<file path="config.mk">
export PLATFORM = sky130hd
export DESIGN_NAME = serial_adc_emu
export DESIGN_NICKNAME = d
export VERILOG_FILES = /design/src/rtl/adc_emu_pkg.sv /design/src/rtl/adc_emu_sync_edge.sv /design/src/rtl/adc_emu_clamp.sv /design/src/rtl/adc_emu_ctrl.sv /design/src/rtl/serial_adc_emu.sv
export SDC_FILE = /design/constraint.sdc
export NUM_CORES = 1
export LEC_CHECK = 0
export BUFFER_PORTS_ARGS = -buffer_cell sky130_fd_sc_hd__buf_2
export CORE_MARGIN = 2
export CORE_UTILIZATION = 41
export CTS_CLUSTER_DIAMETER = 150
export DETAILED_ROUTE_END_ITERATION = 8
export PLACE_DENSITY_LB_ADDON = 0.1
export SKIP_LAST_GASP = 1
export SLEW_MARGIN = 20
export SYNTH_ARGS = -nofsm -noshare
export SYNTH_HDL_FRONTEND = slang
export SYNTH_HIERARCHICAL = 1
export SYNTH_SLANG_ARGS = --single-unit
export TNS_END_PERCENT = 30
</file>
<file path="constraint.sdc">
create_clock -name clk -period 1.84 [get_ports clk]
set_input_delay 0.184 -clock clk [delete_from_list [all_inputs] [get_ports clk]]
set_output_delay 0.184 -clock clk [all_outputs]
set_load 0.05 [all_outputs]
</file>
<file path="src/rtl/adc_emu_pkg.sv">
package adc_emu_pkg;

    localparam int CODE_W_DEF      = 12;
    localparam int IN_W_DEF        = 16;
    localparam int FRAC_W_DEF      = 2;
    localparam int CONV_CYCLES_DEF = 20;
    localparam int SYNC_STAGES_DEF = 2;

    typedef enum logic [1:0] {
        ST_ACQ   = 2'd0,
        ST_BUSY  = 2'd1,
        ST_SLEEP = 2'd2
    } adc_state_e;

endpackage

</file>
<file path="src/rtl/adc_emu_sync_edge.sv">
module adc_emu_sync_edge #(
    parameter int STAGES = 2
) (
    input  logic clk,
    input  logic rst_n,
    input  logic din,
    output logic lvl,
    output logic rise,
    output logic fall
);

    logic [STAGES-1:0] sync_d, sync_q;
    logic              prev_d, prev_q;

    always_comb begin
        sync_d = {sync_q[STAGES-2:0], din};
        prev_d = sync_q[STAGES-1];
    end

    always_ff @(posedge clk or negedge rst_n) begin
        if (!rst_n) begin
            sync_q <= '0;
            prev_q <= 1'b0;
        end else begin
            sync_q <= sync_d;
            prev_q <= prev_d;
        end
    end

    assign lvl  = sync_q[STAGES-1];
    assign rise = sync_q[STAGES-1] & ~prev_q;
    assign fall = ~sync_q[STAGES-1] & prev_q;

endmodule

</file>
<file path="src/rtl/adc_emu_clamp.sv">
module adc_emu_clamp #(
    parameter int IN_W   = 16,
    parameter int FRAC_W = 2,
    parameter int CODE_W = 12
) (
    input  logic signed [IN_W-1:0]   value,
    output logic        [CODE_W-1:0] code
);

    localparam int SUM_W = IN_W + 1;
    localparam int HALF  = (FRAC_W > 0) ? (1 << (FRAC_W - 1)) : 0;
    localparam logic signed [SUM_W-1:0] HALF_V = SUM_W'(HALF);
    localparam logic signed [SUM_W-1:0] MAX_V  = SUM_W'((1 << CODE_W) - 1);

    logic signed [SUM_W-1:0] sum;
    logic signed [SUM_W-1:0] rounded;

    always_comb begin
        sum     = $signed({value[IN_W-1], value}) + HALF_V;
        rounded = sum >>> FRAC_W;
        if (rounded[SUM_W-1]) begin
            code = '0;
        end else if (rounded > MAX_V) begin
            code = '1;
        end else begin
            code = rounded[CODE_W-1:0];
        end
    end

endmodule

</file>
<file path="src/rtl/adc_emu_ctrl.sv">
module adc_emu_ctrl
    import adc_emu_pkg::*;
#(
    parameter int CODE_W      = 12,
    parameter int CONV_CYCLES = 20
) (
    input  logic              clk,
    input  logic              rst_n,
    input  logic              conv_lvl,
    input  logic              conv_rise,
    input  logic              conv_fall,
    input  logic              sck_fall,
    input  logic [CODE_W-1:0] code_in,
    output logic              sdo,
    output logic              sdo_oe,
    output logic              busy,
    output logic              sleep
);

    localparam int CNT_W = $clog2(CONV_CYCLES + 1);
    localparam logic [CNT_W-1:0] CNT_LOAD = CNT_W'(CONV_CYCLES - 1);

    typedef struct packed {
        adc_state_e        state;
        logic [CNT_W-1:0]  cnt;
        logic [CODE_W-1:0] data;
        logic              oe;
    } ctrl_reg_t;

    ctrl_reg_t r_d, r_q;

    always_comb begin
        r_d = r_q;
        case (r_q.state)
            ST_ACQ: begin
                if (conv_rise) begin
                    r_d.state = ST_BUSY;
                    r_d.cnt   = CNT_LOAD;
                    r_d.data  = code_in;
                    r_d.oe    = 1'b0;
                end else if (conv_fall) begin
                    r_d.oe = 1'b1;
                end
            end
            ST_BUSY: begin
                if (conv_fall) begin
                    r_d.oe = 1'b1;
                end
                if (r_q.cnt == '0) begin
                    r_d.state = conv_lvl ? ST_SLEEP : ST_ACQ;
                end else begin
                    r_d.cnt = r_q.cnt - 1'b1;
                end
            end
            ST_SLEEP: begin
                if (conv_fall) begin
                    r_d.state = ST_ACQ;
                    r_d.oe    = 1'b1;
                end
            end
            default: begin
                r_d.state = ST_ACQ;
            end
        endcase
        if (sck_fall && r_q.oe && !conv_lvl && !conv_rise) begin
            r_d.data = {r_q.data[CODE_W-2:0], 1'b0};
        end
    end

    always_ff @(posedge clk or negedge rst_n) begin
        if (!rst_n) begin
            r_q.state <= ST_ACQ;
            r_q.cnt   <= '0;
            r_q.data  <= '0;
            r_q.oe    <= 1'b0;
        end else begin
            r_q <= r_d;
        end
    end

    assign sdo    = r_q.oe & r_q.data[CODE_W-1];
    assign sdo_oe = r_q.oe;
    assign busy   = (r_q.state == ST_BUSY);
    assign sleep  = (r_q.state == ST_SLEEP);

endmodule

</file>
<file path="src/rtl/serial_adc_emu.sv">
module serial_adc_emu
    import adc_emu_pkg::*;
#(
    parameter int CODE_W      = CODE_W_DEF,
    parameter int IN_W        = IN_W_DEF,
    parameter int FRAC_W      = FRAC_W_DEF,
    parameter int CONV_CYCLES = CONV_CYCLES_DEF,
    parameter int SYNC_STAGES = SYNC_STAGES_DEF
) (
    input  logic                   clk,
    input  logic                   rst_n,
    input  logic                   conv,
    input  logic                   sck,
    input  logic signed [IN_W-1:0] sample_in,
    output logic                   sdo,
    output logic                   sdo_oe,
    output logic                   busy,
    output logic                   sleep
);

    logic              conv_lvl, conv_rise, conv_fall;
    logic              sck_lvl, sck_rise, sck_fall;
    logic [CODE_W-1:0] code;

    adc_emu_sync_edge #(.STAGES(SYNC_STAGES)) conv_sync_i (
        .clk  (clk),
        .rst_n(rst_n),
        .din  (conv),
        .lvl  (conv_lvl),
        .rise (conv_rise),
        .fall (conv_fall)
    );

    adc_emu_sync_edge #(.STAGES(SYNC_STAGES)) sck_sync_i (
        .clk  (clk),
        .rst_n(rst_n),
        .din  (sck),
        .lvl  (sck_lvl),
        .rise (sck_rise),
        .fall (sck_fall)
    );

    adc_emu_clamp #(
        .IN_W  (IN_W),
        .FRAC_W(FRAC_W),
        .CODE_W(CODE_W)
    ) clamp_i (
        .value(sample_in),
        .code (code)
    );

    adc_emu_ctrl #(
        .CODE_W     (CODE_W),
        .CONV_CYCLES(CONV_CYCLES)
    ) ctrl_i (
        .clk      (clk),
        .rst_n    (rst_n),
        .conv_lvl (conv_lvl),
        .conv_rise(conv_rise),
        .conv_fall(conv_fall),
        .sck_fall (sck_fall),
        .code_in  (code),
        .sdo      (sdo),
        .sdo_oe   (sdo_oe),
        .busy     (busy),
        .sleep    (sleep)
    );

    logic unused_sck;
    assign unused_sck = sck_lvl ^ sck_rise;

endmodule

</file>
Word-level counts from Yosys, hierarchy flattened. Cells that the tools add are included.

Div/mod/pow operators: 0. Muxes and demuxes: 14. Magnitude comparators: 1. Multipliers: 0. Add/subtract/negate cells: 2. Equality and inequality tests: 6. Shift operators: 0. Reduce and logical (&&, ||, !) cells: 15. Bitwise operators: 7.

Operators with widths (number): $mux W12 (4); $mux W19 (1); $add A16 B3 Y17 const B (1); $gt A15 B13 Y1 const B (1); $pmux W5 S2 (1); $reduce_bool A2 Y1 (4); $mux W2 (3); $ne A2 B1 Y1 const B (3); $pmux W2 S3 (1); $reduce_and A3 Y1 (2); $logic_not A5 Y1 (1); $mux W5 (1); $sub A5 B1 Y5 const B (1); $and A1 B1 Y1 (4); $logic_and A1 B1 Y1 (3); $not A1 Y1 (3); $eq A2 B1 Y1 const B (1); $eq A2 B2 Y1 const B (1); $logic_not A1 Y1 (2); $logic_not A2 Y1 (1); $mux W1 (2); $ne A2 B2 Y1 const B (1); $pmux W1 S2 (1); $reduce_and A2 Y1 (1); $reduce_or A2 Y1 (1).

Logic and storage cells: 53. Memory bits (writable): 0. Register bits after elaboration: 26. Input port bits: 20. Bits in read-only memories: 0. Memories kept: 0. Bits in latches: 0.

Depth between registers and ports, before layout.
Depth after elaboration: 7. Depth in mapped cells: 8.

Modules after synthesis. Netlist, hierarchy kept.

Modules (own cells, without submodules): adc_emu_ctrl (area an instance 1063.5 µm², instances 1, cells an instance 102); adc_emu_clamp (area an instance 539.3 µm², instances 1, cells an instance 59); adc_emu_sync_edge (area an instance 90.1 µm², instances 2, cells an instance 5).

Worst setup path before layout. Ideal clock, no wire load.

Path kind: register to register. Start: register ctrl_i/r_q[13] (netlist bit). End: register ctrl_i/r_q[18] (netlist bit). Setup slack: -0.064 ns. Data arrival time: 1.777 ns. Stages on the path, launching flop included: 7. Data required time: 1.712 ns. Clock period less this slack: 1.904 ns. Cell sequence: dfrtp_1 -> inv_1 -> ha_1 -> or4b_1 -> buf_2 -> a211oi_1 -> mux2_1.

Longest elaborated chain between the ends: 3.

RTL lines: start: declaration (line adc_emu_ctrl.sv:30) `ctrl_reg_t r_d, r_q;`; start signal: assignment (line adc_emu_ctrl.sv:77) `r_q <= r_d;`; $logic_not A5 Y1 (line adc_emu_ctrl.sv:49) `if (r_q.cnt == '0) begin`; $ne A2 B1 Y1 (no source line); $reduce_and A3 Y1 (no source line).

No other way between the ends. A chain may end at the register's enable or synchronous reset.

Worst setup path in the final report.
Start: register ctrl_i/r_q[14] (netlist bit). End: register ctrl_i/r_q[18] (netlist bit).

Same word-level chain as after synthesis.

==> metrics <==
Slew @ Worst Pin=0.567 ns; mean cell area of the mapped netlist=10.5 um2; multi-input logic area=1040 um2; CTS Sinks=26; detailed placement HPWL=2.80 mm; grt ovf=0; total power draw=2290 uW; RSZ-0062 raised after global routing=yes; RePlAce Congestion=0.774; status=complete, no violations; HP Class=in2reg; Setup crit start kind=flip-flop; TritonCTS clock tree=yes; die area=4880 um2; hold slack final=0.0216 ns; Yosys warnings=6; Syn Nets=197; VDD IR max=0.545 mV; Sum Neg Setup Slack=0 ns; fillers=371; htree depth=1; wire length per cell=13.7 um; Power Density=1070 nW/um2; Post-Layout Cell Count=256; Final ANT Viol Nets=0; postcts setup bufs=0; worst slack, placed=-0.0320 ns; WL final=3.50 mm; Antenna Cells=0; Placed Instances=252; Hold Vio Cnt, Final=0; layout net count=235; reg2reg end=ctrl_i/r_q[18]; setup slack, reg-to-reg=0.02 ns; Top Ports=24; Initial DRT Pass Iterations=4; first-pass GRT wire length=6.37 mm; f_max=550 MHz; min-delay src=sck; Synth Instances=170; arrival time at the worst endpoint=1.97 ns; row cnt=23; DR DRC count=0; GRT Total Usage=15.7%; Setup Skew=0.00590 ns; CP startpoint=ctrl_i/r_q[14]; Die Height=69.8 um; largest net degree at the start of global routing=27; r2r worst-path depth=5; via count=1418; die width=69.8 um; post-route setup slack=0.0215 ns; Worst-Skew Late Latency=0.26 ns; setup violators final=0; reg2reg start=ctrl_i/r_q[14]; Pleak=0.000979 uW; Worst Path Class, Setup=reg2reg; CP Data Required Time=1.99 ns; clock slew at reported path FFs=0.08 ns; max_cap viols=0; CP Max Fanout=7; initial antenna violation count=0; final cycle utilization of the critical path=98.8%; CP endpoint=ctrl_i/r_q[18]; Root Driver=clkbuf_8; Initial Util=43.5%; core area=4090 um2; final slew viol count=0; share of cells above drive strength 1=35.4%; cts bufs inserted=3; Buffers on Ports=22; Tmin final=1.82 ns; Iteration-0 DRC Markers=88; CTS max path bufs=2; area grow syn2layout=20.2%; Reg area=651 um2; number of global-route vias before repair=1464; Max-slew headroom=62.2%; Synth Cell Area=1780 um2; Worst setup EP type=flip-flop; vias per cell=5.54
-- worst max-delay path, stage by stage (launching register included) --
cell and delay [ns]:
dfrtp_1 0.39, inv_1 0.08, ha_2 0.19, or4b_4 0.52
a211oi_2 0.20, mux2_1 0.33
-- layout by cell type, fill, tap and decap left out, types with 2 or more instances in the layout --
master,count
a31oi_1,2
clkbuf_8,3
and2_1,2
o21ai_0,4
inv_1,9
ha_1,5
nand2_1,7
and3_1,12
nor2_1,5
xor2_1,4
o22ai_1,3
nand3_4,2
nor2b_1,3
a221o_1,11
nor4_1,2
o2bb2ai_1,2
and2b_2,2
xnor2_1,6
nand3_1,9
nor3_1,3
buf_4,17
o211ai_2,10
nand2b_1,3
buf_2,22
ha_2,2
nand4_1,3
a21oi_1,3
buf_12,3
dfrtp_1,26
-- metal layers --
metal	GRT usage (%)	share of wire, %	vias to the layer above
met5	0	0	-
met4	4.91	1.0	0
met3	2.76	2.4	4
met2	26.1	47	22
met1	20.6	50	674
li1	-	-	718
-- state kept, by name (all words and copies together), names as in the netlist --
name / flops
ctrl_i/sdo_oe: 1
ctrl_i/r_q: 19
sck_sync_i/prev_q: 1
conv_sync_i/sync_q: 2
sck_sync_i/sync_q: 2
conv_sync_i/prev_q: 1
-- final cells by class --
type / count / area share [%]
inverters: 9 / 1.58
repair buffers: 43 / 14.4
flip-flops and latches: 26 / 30.5
well taps: 50 / 2.93
clock buffers: 3 / 1.93
multi-input cells: 125 / 48.7
-- metrics by stage --
stage	cell area [um2]	utilization (%)
after global routing	2140	52.3
after floorplan	1800	-
after global placement	2080	50.9
final	2140	52.3
after detailed placement	2080	50.9
after CTS	2130	52.2
-- where the power goes --
group	internal [uW]	switching [uW]
Sequential	779	147
Combinational	473	584
Clock	146	157
-- worst min path at each step --
stage	end	slack, ns	depth (start not counted)
final	sck_sync_i/sync_q[0]	0.02	1
after global placement	ctrl_i/r_q[14]	0.20	1
after floorplan	conv_sync_i/prev_q	-0.11	0
after detailed placement	ctrl_i/r_q[14]	0.22	1
after CTS	sck_sync_i/sync_q[0]	0.01	1
after global routing	conv_sync_i/sync_q[0]	0.006	1
-- timing repair --
action | in CTS | in global routing
endpoints found under the hold margin | 26 | 0
setup endpoints to repair | 0 | 12
resized for setup | 0 | 1
hold buffers | 1 | 0
Note: power is estimated with default switching activity, not from simulation.
